==> src/rtl/pwm_steer_pkg.sv <==
package pwm_steer_pkg;

  localparam int unsigned POL_W = 2;

  // Inversion bit for a pin: even pins follow the upper selector bit,
  // odd pins follow the lower selector bit.
  function automatic logic pin_invert(input logic [POL_W-1:0] pol,
                                      input int unsigned idx);
    return (idx % 2 == 0) ? pol[1] : pol[0];
  endfunction

  // Value a pin drives given its steering state and inputs.
  function automatic logic pin_value(input logic steered,
                                     input logic inv,
                                     input logic pwm,
                                     input logic off,
                                     input logic port);
    logic v;
    if (!steered)  v = port;
    else if (off)  v = inv;
    else           v = pwm ^ inv;
    return v;
  endfunction

  // Implemented-bit mask for a register that holds a mask and one sync bit.
  function automatic logic [31:0] impl_bits(input int unsigned mask_w);
    return (32'd1 << (mask_w + 1)) - 32'd1;
  endfunction

endpackage

==> src/rtl/steer_cfg_reg.sv <==
module steer_cfg_reg #(
  parameter int unsigned REG_W     = 8,
  parameter int unsigned MASK_W    = 4,
  parameter logic [REG_W-1:0] RST_VAL = 8'h01
) (
  input  logic             clk,
  input  logic             rst_n,
  input  logic             wr_en,
  input  logic [REG_W-1:0] wr_data,
  output logic [REG_W-1:0] cfg_q
);
  import pwm_steer_pkg::*;

  localparam logic [REG_W-1:0] IMPL = REG_W'(impl_bits(MASK_W));

  always_ff @(posedge clk) begin
    if (!rst_n)     cfg_q <= RST_VAL & IMPL;
    else if (wr_en) cfg_q <= wr_data & IMPL;
  end
endmodule

==> src/rtl/steer_mask_sel.sv <==
module steer_mask_sel #(
  parameter int unsigned MASK_W = 4,
  parameter logic [MASK_W-1:0] RST_MASK = 4'b0001
) (
  input  logic              clk,
  input  logic              rst_n,
  input  logic              imm_load,
  input  logic [MASK_W-1:0] imm_mask,
  input  logic              sync_load,
  input  logic [MASK_W-1:0] pend_mask,
  output logic [MASK_W-1:0] act_q
);
  always_ff @(posedge clk) begin
    if (!rst_n)         act_q <= RST_MASK;
    else if (imm_load)  act_q <= imm_mask;
    else if (sync_load) act_q <= pend_mask;
  end
endmodule

==> src/rtl/steer_pin_drv.sv <==
module steer_pin_drv #(
  parameter int unsigned IDX = 0
) (
  input  logic                              steered,
  input  logic [pwm_steer_pkg::POL_W-1:0]   pol_sel,
  input  logic                              pwm_in,
  input  logic                              shutdown,
  input  logic                              port_bit,
  output logic                              pin
);
  import pwm_steer_pkg::*;

  logic inv;
  always_comb begin
    inv = pin_invert(pol_sel, IDX);
    pin = pin_value(steered, inv, pwm_in, shutdown, port_bit);
  end
endmodule

==> src/rtl/pwm_steer_unit.sv <==
module pwm_steer_unit #(
  parameter int unsigned NUM_PINS = 4,
  parameter int unsigned REG_W    = 8,
  parameter logic [REG_W-1:0] RST_VAL = 8'h01
) (
  input  logic                clk,
  input  logic                rst_n,
  input  logic                wr_en,
  input  logic [REG_W-1:0]    wr_data,
  output logic [REG_W-1:0]    rd_data,
  input  logic                pwm_in,
  input  logic                period_start,
  input  logic                single_mode,
  input  logic [1:0]          pol_sel,
  input  logic                shutdown,
  input  logic [NUM_PINS-1:0] port_data,
  output logic [NUM_PINS-1:0] pin_out
);
  localparam int unsigned SYNC_BIT = NUM_PINS;

  logic [REG_W-1:0]    cfg_q;
  logic [NUM_PINS-1:0] act_mask;
  logic [NUM_PINS-1:0] eff_mask;
  logic                imm_load;
  logic                sync_load;

  assign imm_load  = wr_en && !wr_data[SYNC_BIT];
  assign sync_load = period_start && cfg_q[SYNC_BIT];
  assign eff_mask  = act_mask & {NUM_PINS{single_mode}};
  assign rd_data   = cfg_q;

  steer_cfg_reg #(.REG_W(REG_W), .MASK_W(NUM_PINS), .RST_VAL(RST_VAL)) u_cfg (
    .clk(clk), .rst_n(rst_n), .wr_en(wr_en), .wr_data(wr_data), .cfg_q(cfg_q)
  );

  steer_mask_sel #(.MASK_W(NUM_PINS), .RST_MASK(RST_VAL[NUM_PINS-1:0])) u_sel (
    .clk(clk), .rst_n(rst_n),
    .imm_load(imm_load), .imm_mask(wr_data[NUM_PINS-1:0]),
    .sync_load(sync_load), .pend_mask(cfg_q[NUM_PINS-1:0]),
    .act_q(act_mask)
  );

  for (genvar g = 0; g < NUM_PINS; g++) begin : g_pin
    steer_pin_drv #(.IDX(g)) u_drv (
      .steered(eff_mask[g]), .pol_sel(pol_sel), .pwm_in(pwm_in),
      .shutdown(shutdown), .port_bit(port_data[g]), .pin(pin_out[g])
    );
  end
endmodule

==> config.mk <==
export PLATFORM = sky130hd
export DESIGN_NAME = pwm_steer_unit
export DESIGN_NICKNAME = d
export VERILOG_FILES = /design/src/rtl/pwm_steer_pkg.sv /design/src/rtl/steer_cfg_reg.sv /design/src/rtl/steer_mask_sel.sv /design/src/rtl/steer_pin_drv.sv /design/src/rtl/pwm_steer_unit.sv
export SDC_FILE = /design/constraint.sdc
export NUM_CORES = 1
export LEC_CHECK = 0
export BUFFER_PORTS_ARGS = -buffer_cell sky130_fd_sc_hd__buf_2
export CORE_UTILIZATION = 40
export CTS_CLUSTER_DIAMETER = 40
export DETAILED_ROUTE_END_ITERATION = 7
export GPL_TIMING_DRIVEN = 1
export PLACE_DENSITY = 0.76
export SLEW_MARGIN = 10
export SYNTH_ARGS = -nofsm -noshare
export SYNTH_HDL_FRONTEND = slang
export SYNTH_SLANG_ARGS = --single-unit
==> constraint.sdc <==
create_clock -name clk -period 1.04 [get_ports clk]
set_input_delay 0.156 -clock clk [delete_from_list [all_inputs] [get_ports clk]]
set_output_delay 0.156 -clock clk [all_outputs]
set_load 0.05 [all_outputs]
-- Word level (Yosys, flattened, before mapping)
Cells that the tools add are included.
- add/subtract/negate cells: 0
- shifts and indexed selects: 0
- eq/ne operators: 0
- reduce and logical (&&, ||, !) cells: 4
- $mul: 0
- divide/modulo/power cells: 0
- order comparisons: 0
- multiplexer cells: 8
- bitwise operators: 3
- operator list (operator ; number):
    4-bit 2-to-1 mux ; 2
    1-bit 2-to-1 mux ; 6
    4-bit AND ; 1
    1-bit logical AND ; 2
    2-bit nonzero test ; 1
    1-bit bitwise XOR ; 2
    1-bit zero test ; 1
- memories: 0
- memory bits (read-only): 0
- word-level logic and storage cells: 17
- register bits after elaboration: 9
- memory bits (writable): 0
- bits of input ports: 21
- output and inout port bits: 12
- latch bits: 0

-- Logic depth before layout (Yosys ltp)
Gate-level depths: netlist of run 1.
- depth in word-level cells: 3
- mapped depth: 5
- mapped depth without buffers: 3

-- Cells and area by module
From an unflattened synthesis of run 1, not the netlist that was laid out.
- cell total of the unflattened synthesis: 65
- area, all modules: 603.1 sq um
- by module, submodules not included (module ; times used ; area each (sq um) ; seq. area each (sq um) ; cells an instance):
    steer_cfg_reg ; 1 ; 216.5 ; 100.1 ; 20
    steer_mask_sel ; 1 ; 188.9 ; 80.1 ; 19
    steer_pin_drv ; 4 ; 40.0 ; 0.0 ; 5
    pwm_steer_unit ; 1 ; 37.5 ; 0.0 ; 6

-- Worst setup path before layout of run 1
Ideal clock, no wire load.
- path kind: reg2reg
- start point: register u_cfg.cfg_q[4]
- end point: register u_sel.act_q[0]
- setup time: 0.132 ns
- arrival time: 1.145 ns
- path slack: -0.236 ns
- stages on the path, launching flop included: 4
- period minus slack after synthesis: 1.276 ns
- path through: dfxtp_1 -> nand2_1 -> mux2i_1 -> a31oi_1
- longest elaborated chain between the ends: 2
- RTL lines (what ; RTL line ; source):
    from (decl) ; steer_cfg_reg.sv:10 ; output logic [REG_W-1:0] cfg_q
    from (signal assigned) ; steer_cfg_reg.sv:17 ; if (!rst_n) cfg_q <= RST_VAL & IMPL;
    from (signal assigned) ; steer_cfg_reg.sv:18 ; else if (wr_en) cfg_q <= wr_data & IMPL;
    1-bit logical AND ; pwm_steer_unit.sv:28 ; assign sync_load = period_start && cfg_q[SYNC_BIT];
    2-bit nonzero test (no source line) ; - ;
    to (signal assigned) ; steer_mask_sel.sv:15 ; else if (imm_load) act_q <= imm_mask;
    to (signal assigned) ; steer_mask_sel.sv:16 ; else if (sync_load) act_q <= pend_mask;
    to (decl) ; steer_mask_sel.sv:11 ; output logic [MASK_W-1:0] act_q
No other way between the ends.
A chain may end at the register's enable or synchronous reset.

-- Final worst setup path of run 1
- start point: register u_sel.act_q[3]
- end point: output port pin_out[3]
- longest elaborated chain between the ends: 2
- RTL lines (what ; RTL line ; source):
    4-bit AND ; pwm_steer_unit.sv:29 ; assign eff_mask = act_mask & {NUM_PINS{single_mode}};
    1-bit 2-to-1 mux ; pwm_steer_pkg.sv:19 ; if (!steered) v = port;
    to (decl) ; pwm_steer_unit.sv:17 ; output logic [NUM_PINS-1:0] pin_out
No other way between the ends.

==> results of run 1 <==
==> power by group through the flow <==
| stage | Combinational [mW] | Clock, mW | Sequential, mW |
|---|---|---|---|
| after detailed placement | 0.260 | 0 | 0.390 |
| after CTS | 0.279 | 0.273 | 0.384 |
| after floorplan | 0.192 | 0 | 0.426 |
| final | 0.283 | 0.266 | 0.385 |
| after global placement | 0.257 | 0 | 0.389 |
| after global routing | 0.301 | 0.289 | 0.388 |
==> worst min-delay path by stage <==
stage                     slack, ns        from              to
after detailed placement       0.40       rst_n  u_cfg.cfg_q[0]
after global routing           0.16       rst_n  u_cfg.cfg_q[0]
after CTS                      0.13       rst_n  u_cfg.cfg_q[0]
final                          0.14       rst_n  u_cfg.cfg_q[0]
after global placement         0.40       rst_n  u_cfg.cfg_q[0]
after floorplan                0.28  wr_data[0]  u_cfg.cfg_q[0]
==> layer usage <==
layer  up-vias  wire length, um
li1        234                -
met1       188              432
met2        22              441
met3         0               72
met4         0                0
met5         -                0
==> area by class of cell <==
class,count,area [sq um]
tap,14,17.5
sequential,9,189
timing repair buffer,28,165
fill,113,483
multi-input combinational,38,275
clock buffer,4,26.3
==> metrics by stage <==
step	power [mW]	hold WS [ns]	setup TNS, ns
final	0.934	0.136	-0.488
after global placement	0.646	0.397	-0.542
after global routing	0.978	0.156	-0.637
after detailed placement	0.649	0.397	-0.568
after floorplan	0.619	0.284	0
after CTS	0.937	0.129	-0.522
==> sequential cells by signal, indices dropped and copies added (netlist names) <==
name / flops
u_cfg.cfg_q: 5
u_sel.act_q: 4
==> cell families after synthesis <==
kind of cell	after synthesis
AO/OA/AOI/OAI	15
multiplexers	9
XOR/XNOR	2
other	1
buffers and inverters	11
AND/OR/NAND/NOR	9
flip-flops	9
==> cells in the final DEF, fill, tap and decap left out, drive strengths merged <==
master   n
and2b    1
conb     3
xnor2    2
o21ai    3
buf     27
nand2    2
a21oi    7
dfxtp    9
mux2i    9
nand2b   1
a31oi    5
clkbuf   5
nor2b    4
nor3b    1
==> repair_timing <==
| action | in CTS | in global routing |
|---|---|---|
| buffers inserted | 2 | 0 |
| setup endpoints to repair | 5 | 7 |
| endpoints found under the hold margin | 0 | 0 |
| resized for setup | 10 | 6 |
==> out/metrics.csv, run 1 <==
metric,value,unit
"Cell Chain, Critical Path",a21oi_2 -> a31oi_1 -> buf_4,
PortBufs,26,
Worst VDD drop,0.748,mV
top post-synthesis cells by area,"dfxtp_1 34%, mux2i_1 17%, buf_4 10%",
Post-Layout Cell Count,93,
Critical path destination,pin_out[3],
CTS hold repair buffers,0,
M2 GR Usage,0.233,
Total Wirelength,946,um
share of the synthesized area in the top cell type,0.344,
grt met3 use,0.0349,
complex-gate fraction of the synthesized area,0.156,
hpwl dp,714,um
r2r startpoint,u_cfg.cfg_q[4],
fmax,0.852,GHz
final setup fails,4,
Clock power frac,0.284,
unique cell type count in the Yosys netlist,17,
Pleak,0.336,nW
Flop pwr share,0.413,
Syn Inst Count,56,
Crit path arrival time,1.02,ns
Die Y,38.2,um
CTS Buf Count,3,
largest stage delay on the critical path,0.34,ns
crit path from,u_sel.act_q[3],
switching part of the total,0.338,
PnR worst setup slack,-0.134,ns
WHS Path Cells,2,
Slowest cell on crit path,dfxtp_2,
die width,38.2,um
CTS H-tree lvls,1,
gr ovfl total,0,
first-pass GRT wire length,1500,um
number of diodes,0,
Post-Syn Area,523,sq um
critical path depth,3,
Final Util,0.582,
fin crit share,1.13,
clock sinks,9,
TritonRoute pass-1 iters,4,
DP Worst Slack,-0.163,ns
reg2reg setup slack,0.10,ns
CTS tree,done,
nets@finish,101,
gr usage total,0.147,
antenna violations before repair,0,
Critical Path Start Type,flip-flop,
required time of the worst setup path,0.88,ns
I/O pins,33,
warning count from the yosys run,0,
CP Buf/Inv Count,1,
dpl cells,87,
Max-Cap Viols,0,
Syn Area/Cell,9.34,sq um
WL/cell,10.2,um
Post-synth ARST share,0,
PwrDens,1390,nW/um^2
number of synthesized flops with an enable pin,0,
"area leader, netlist",dfxtp_1,
largest net degree at the start of global routing,11,
Final Cell Area,673,sq um
core area,1160,sq um
GR peak layer,met2,
Synth Register Bits,9,
min cycle time layout,1.17,ns
internal power,0.619,mW
crit path capture type,output port,
path depth of the worst reg2reg path,3,
Synth Flop Type,dfxtp_1,
outcome,"finished, violations left",
Longest Clk Path Bufs,2,
via count,444,
Syn-to-layout area delta,28.7,%
Switch Pwr,0.316,mW
Iter 0 DRT Violations,2,
# rows,12,
worst min path class,input pin to flip-flop,
mux cell area share after synthesis,0.172,
crit path kind,flip-flop to output port,
Clock Tree Root,clkbuf_4,
fraction of synthesized cell area in xor and xnor cells,0.0335,
Final Hold Vio Count,0,
RD Place Congestion,0.685,
worst skew pair latency,0.26,ns
layout cell share with drive strength beyond 1,0.519,
antenna violation net count after detailed routing,0,
simple-gate area share of the yosys netlist,0.129,
placed cell area,599,sq um
Adder-Cell Fraction of Synth Area,0,
top post-synthesis cells by count,"9 x dfxtp_1, 9 x mux2i_1, 7 x a21oi_1, 7 x buf_4, 5 x a31oi_1",
largest family of logic cells by synthesized area,multiplexers,
initial core utilization,0.452,
vias in the first global route,379,
Worst Clk Skew,0.000393,ns
RSZ-0062 raised after global routing,yes,
crit-path max FO,3,
"Reg clk slew, reported paths",0.06,ns
"delay-heaviest family, CP",flip-flops,
sequential share of the synthesized area,0.344,
met1 Track Usage GR,0.181,
"Slew Viols, Final",0,
die area,1460,sq um
Comb power frac,0.303,
DRC viols,0,
failing checks,negative setup slack,
Via density,4.77,
reg2reg end,u_sel.act_q[0],
(Power assumes the default switching activity.)
==> run 2, diff against run 1 <==
--- a/config.mk
+++ b/config.mk
@@ -6,11 +6,13 @@
 export NUM_CORES = 1
 export LEC_CHECK = 0
 export BUFFER_PORTS_ARGS = -buffer_cell sky130_fd_sc_hd__buf_2
-export CORE_UTILIZATION = 40
+export CORE_AREA = 2 2 39 41
+export CTS_BUF_LIST = sky130_fd_sc_hd__clkbuf_8
 export CTS_CLUSTER_DIAMETER = 40
 export DETAILED_ROUTE_END_ITERATION = 7
+export DIE_AREA = 0 0 41 43
 export GPL_TIMING_DRIVEN = 1
-export PLACE_DENSITY = 0.76
+export PLACE_DENSITY = 0.75
 export SLEW_MARGIN = 10
 export SYNTH_ARGS = -nofsm -noshare
 export SYNTH_HDL_FRONTEND = slang
==> out/metrics.csv, run 2 (synthesis results as in run 1) <==
metric,value,unit,change
Die Y,43,um,+13%
number of diodes,0,,unchanged
crit path kind,flip-flop to output port,,
min cycle time layout,1.13,ns,-0.0421 ns
nets@finish,100,,-0.99%
Total Wirelength,1010,um,+6.9%
Switch Pwr,0.331,mW,+4.8%
antenna violations before repair,0,,unchanged
Pleak,0.341,nW,+1.5%
worst skew pair latency,0.23,ns,-0.03 ns
Worst Clk Skew,0.000975,ns,+0.000582 ns
Final Power,1.05,mW,+13%
TritonRoute pass-1 iters,4,,unchanged
Clock Tree Root,clkbuf_8,,
Via density,4.89,,+2.5%
Final Cell Area,677,sq um,+0.56%
Comb power frac,0.262,,-0.041
vias in the first global route,386,,+1.8%
Critical Path Start Type,flip-flop,,
Syn-to-layout area delta,29.4,%,
Worst Hold Launch,rst_n,,
clock sinks,9,,unchanged
"most common cell after layout, fill and taps aside",buf_2,,
Max-Cap Viols,0,,unchanged
WL/cell,10.8,um,+5.7%
PnR worst setup slack,-0.0919,ns,+0.0421 ns
WHS Path Cells,2,,unchanged
biggest regs,"u_cfg.cfg_q (5), u_sel.act_q (4)",,
Slowest cell on crit path,dfxtp_2,,
Clock power frac,0.371,,+0.087
Worst VDD drop,0.813,mV,+8.6%
die width,41,um,+7.4%
RD Place Congestion,0.738,,+7.8%
crit-path max FO,3,,unchanged
"Reg clk slew, reported paths",0.04,ns,-0.02 ns
largest stage delay on the critical path,0.34,ns,about the same
reg2reg end,u_sel.act_q[0],,
path depth of the worst reg2reg path,3,,unchanged
antenna violation net count after detailed routing,0,,unchanged
CTS tree,done,,
Largest register FFs,5,,unchanged
DRC viols,0,,unchanged
internal power,0.721,mW,+17%
Iter 0 DRT Violations,5,,+3
Top reg by flops,u_cfg.cfg_q,,
switching part of the total,0.315,,-0.0235
fmax,0.883,GHz,+3.7%
CTS Buf Count,3,,unchanged
fin crit share,1.09,,-0.0405
Longest Clk Path Bufs,2,,unchanged
CTS H-tree lvls,1,,unchanged
"Cell Chain, Critical Path",a21oi_2 -> a31oi_1 -> buf_4,,
crit path capture type,output port,,
final setup fails,4,,unchanged
Post-Layout Cell Count,94,,+1.1%
most frequent cells in the layout,"22 x buf_2, 9 x mux2i_1, 5 x a21oi_1, 5 x a31oi_1, 5 x buf_4",,
first-pass GRT wire length,1440,um,-4.1%
hpwl dp,766,um,+7.3%
DP Worst Slack,-0.159,ns,+0.00347 ns
r2r startpoint,u_cfg.cfg_q[4],,
RSZ-0062 raised after global routing,yes,,
"Slew Viols, Final",0,,unchanged
dpl cells,89,,+2.3%
via count,460,,+3.6%
gr usage total,0.117,,-0.0299
gr ovfl total,0,,unchanged
Crit path arrival time,0.98,ns,-0.04 ns
failing checks,negative setup slack,,
I/O pins,33,,unchanged
outcome,"finished, violations left",,
required time of the worst setup path,0.88,ns,about the same
PortBufs,26,,unchanged
PwrDens,1550,nW/um^2,+12%
reg2reg setup slack,0.08,ns,-0.02 ns
hold path endpoint,u_cfg.cfg_q[0],,
core area,1380,sq um,+20%
Flop pwr share,0.367,,-0.046
# rows,14,,+2
CTS hold repair buffers,0,,unchanged
Final Hold Vio Count,0,,unchanged
largest net degree at the start of global routing,11,,unchanged
layout cell share with drive strength beyond 1,0.513,,-0.00617
setup TNS,-0.343,ns,+0.145 ns
worst min path class,input pin to flip-flop,,
placed cell area,602,sq um,+0.42%
initial core utilization,0.378,,-0.0744
die area,1760,sq um,+21%
-- run 2: cell types whose count changed in the layout (fill, tap and decap cells not counted) --
| cell | previous run | this run |
|---|---|---|
| clkbuf_4 | 4 | 0 |
| clkbuf_8 | 0 | 3 |
| buf_4 | 9 | 5 |
| inv_1 | 0 | 1 |
| buf_2 | 18 | 22 |
| clkbuf_1 | 1 | 0 |
-- run 2: routing by layer --
layer / global-route usage / vias up / routed length (um) / share of wire
met5: 0 / - / 0 / 0
met4: 0.0600 / 0 / 7 / 0.0069
met3: 0.0157 / 2 / 95 / 0.094
met2: 0.200 / 23 / 499 / 0.49
met1: 0.130 / 208 / 408 / 0.40
li1: - / 227 / - / -
-- run 2: worst max path at each step --
stage	slack, ns	cells after the start	start	to
floorplan	0.02	4	shutdown	pin_out[0]
global placement	-0.14	5	shutdown	pin_out[1]
detailed placement	-0.16	5	shutdown	pin_out[3]
CTS	-0.1	3	u_sel.act_q[1]	pin_out[1]
global route	-0.15	3	u_sel.act_q[2]	pin_out[2]
finish	-0.09	3	u_sel.act_q[1]	pin_out[1]
-- run 2: repair_timing --
item | 4_1_cts | 5_1_grt
endpoints found under the setup margin | 4 | 4
pin swaps | 3 | 1
buffers inserted | 1 | 0
resized for setup | 9 | 1
-- run 2: through the flow --
stage	utilization	hold WS [ns]
floorplan	-	0.284
global placement	0.435	0.399
detailed placement	0.435	0.397
CTS	0.486	0.163
global route	0.489	0.181
finish	0.489	0.168
-- run 2: critical path: cells and delay by family (launching register included) --
family          cells  cell delay [ns]
flops               1             0.34
compound gates      2             0.19
buf+inv             1             0.22
-- run 2: area by class of cell --
cell class | count | area (sq um)
tap | 16 | 20.0
multi-input combinational | 38 | 275
timing repair buffer | 27 | 148
sequential | 9 | 189
clock buffer | 3 | 41.3
clock inverter | 1 | 3.75
fill | 139 | 707
-- run 2: power by group through the flow --
stage / combinational [mW] / clock [mW] / sequential (mW)
floorplan: 0.192 / 0 / 0.426
global placement: 0.257 / 0 / 0.389
detailed placement: 0.261 / 0 / 0.389
CTS: 0.275 / 0.401 / 0.386
global route: 0.297 / 0.415 / 0.389
finish: 0.275 / 0.391 / 0.386
==> run 3, diff against run 2 <==
--- a/config.mk
+++ b/config.mk
@@ -13,6 +13,8 @@
 export DIE_AREA = 0 0 41 43
 export GPL_TIMING_DRIVEN = 1
 export PLACE_DENSITY = 0.75
+export RECOVER_POWER = 25
+export SETUP_SLACK_MARGIN = 0.4
 export SLEW_MARGIN = 10
 export SYNTH_ARGS = -nofsm -noshare
 export SYNTH_HDL_FRONTEND = slang
==> constraint.sdc (replaced) <==
create_clock -name clk -period 1.04 [get_ports clk]
set_input_delay 0.208 -clock clk [delete_from_list [all_inputs] [get_ports clk]]
set_output_delay 0.208 -clock clk [all_outputs]
set_load 0.05 [all_outputs]
==> out/metrics.csv, run 3 (synthesis results as in run 1) <==
metric,value,unit,change
# rows,14,,unchanged
WL/cell,11.7,um,+9.0%
worst skew pair latency,0.23,ns,about the same
crit path kind,input pin to output port,,
I/O pins,33,,unchanged
"Reg clk slew, reported paths",0.04,ns,about the same
met1 Track Usage GR,0.137,,+0.00651
reg2reg end,u_sel.act_q[1],,
CTS tree,done,,
CTS Buf Count,3,,unchanged
Iter 0 DRT Violations,5,,unchanged
RD Place Congestion,0.639,,-13%
Pleak,0.392,nW,+15%
crit path capture type,output port,,
min cycle time layout,1.21,ns,+0.0817 ns
PnR worst setup slack,-0.174,ns,-0.0817 ns
TritonRoute pass-1 iters,2,,-2
Worst Clk Skew,0.00344,ns,+0.00247 ns
switching part of the total,0.308,,-0.00664
die width,41,um,unchanged
Top reg by flops,u_cfg.cfg_q,,
Total Wirelength,1140,um,+12%
Die Y,43,um,unchanged
gr usage total,0.139,,+0.0222
hold path endpoint,u_cfg.cfg_q[0],,
"most common cell after layout, fill and taps aside",buf_2,,
path depth of the worst reg2reg path,3,,unchanged
GR peak layer,met2,,
placed cell area,624,sq um,+3.7%
internal power,0.762,mW,+5.7%
Critical Path Start Type,input pin,,
RSZ-0062 raised after global routing,yes,,
reg2reg setup slack,0.14,ns,+0.06 ns
biggest regs,"u_cfg.cfg_q (5), u_sel.act_q (4)",,
M2 GR Usage,0.234,,+0.0344
PwrDens,1390,nW/um^2,-11%
fin crit share,1.17,,+0.0786
first-pass GRT wire length,1590,um,+11%
Largest register FFs,5,,unchanged
nets@finish,103,,+3.0%
gr ovfl total,0,,unchanged
Worst VDD drop,0.840,mV,+3.3%
Final Cell Area,792,sq um,+17%
Clock Tree Root,clkbuf_8,,
crit-path max FO,2,,-1
worst min path class,input pin to flip-flop,,
WHS Path Cells,3,,+1
final setup fails,4,,unchanged
required time of the worst setup path,0.83,ns,-0.05 ns
layout cell share with drive strength beyond 1,0.556,,+0.0427
Clock power frac,0.350,,-0.021
Via density,4.64,,-5.2%
Switch Pwr,0.339,mW,+2.4%
Fill cells,130,,-6.5%
Flop pwr share,0.355,,-0.012
CTS H-tree lvls,1,,unchanged
r2r startpoint,u_cfg.cfg_q[4],,
fmax,0.824,GHz,-6.7%
Comb power frac,0.295,,+0.033
Syn-to-layout area delta,51.4,%,
number of diodes,0,,unchanged
Longest Clk Path Bufs,2,,unchanged
initial core utilization,0.378,,unchanged
most frequent cells in the layout,"15 x buf_2, 9 x mux2i_1, 6 x a21oi_1, 6 x buf_6",,
hold slack,0.219,ns,+0.0507 ns
clock sinks,9,,unchanged
antenna violation net count after detailed routing,0,,unchanged
vias in the first global route,385,,-0.26%
core area,1380,sq um,unchanged
Final Hold Vio Count,0,,unchanged
via count,450,,-2.2%
PortBufs,26,,unchanged
DRC viols,0,,unchanged
largest net degree at the start of global routing,11,,unchanged
Max-Cap Viols,0,,unchanged
Final Power,1.10,mW,+4.6%
Worst Hold Launch,wr_data[0],,
"Slew Viols, Final",0,,unchanged
outcome,"finished, violations left",,
die area,1760,sq um,unchanged
grt met3 use,0.0628,,+0.0471
failing checks,negative setup slack,,
Crit path arrival time,1.01,ns,+0.03 ns
antenna violations before repair,0,,unchanged
-- run 3: layer usage --
layer / share of wire / vias to the layer above
met5: 0 / -
met4: 0 / 0
met3: 0.081 / 0
met2: 0.54 / 20
met1: 0.38 / 197
li1: - / 233
-- run 3: final cells by class --
cell class / count / area [sq um] / share of cell area
clock buffer: 3 / 41.3 / 0.0521
clock inverter: 1 / 3.75 / 0.00474
multi-input combinational: 38 / 287 / 0.362
sequential: 9 / 193 / 0.243
tap: 16 / 20.0 / 0.0253
timing repair buffer: 30 / 248 / 0.313
-- run 3: timing repair --
| item | in CTS | in global routing |
|---|---|---|
| gates cloned | 0 | 0 |
| gates resized for setup | 28 | 3 |
| setup buffers | 4 | 0 |
| hold buffers | 0 | 0 |
| setup endpoints to repair | 15 | 18 |
| pin swaps | 3 | 3 |
-- run 3: critical path, stage by stage --
cell and delay [ns]:
buf_6 0.09, and2b_2 0.21, xnor2_2 0.14, a31oi_1 0.14
buf_4 0.22
-- run 3: worst max-delay path by stage --
stage | from | cells past startpoint | to | slack (ns)
finish | pwm_in | 5 | pin_out[3] | -0.17
global route | pwm_in | 5 | pin_out[0] | -0.22
CTS | pwm_in | 5 | pin_out[3] | -0.17
detailed placement | pwm_in | 5 | pin_out[3] | -0.22
global placement | shutdown | 5 | pin_out[0] | -0.21
floorplan | shutdown | 4 | pin_out[0] | -0.05
-- run 3: stage by stage --
stage          TNS [ns]  setup slack, ns   util  instances
3_3_place_gp     -0.815           -0.207  0.451         89
6_report         -0.653           -0.174  0.572         97
4_1_cts          -0.660           -0.166  0.576         97
3_5_place_dp     -0.861           -0.219  0.451         89
2_1_floorplan    -0.209          -0.0522      -         58
5_1_grt          -0.868           -0.225  0.572         97
-- run 3: power groups by stage --
stage	clock network [mW]	logic (mW)	registers, mW
floorplan	0	0.193	0.425
detailed placement	0	0.262	0.387
CTS	0.395	0.322	0.387
global placement	0	0.259	0.386
global route	0.417	0.345	0.393
finish	0.385	0.325	0.391
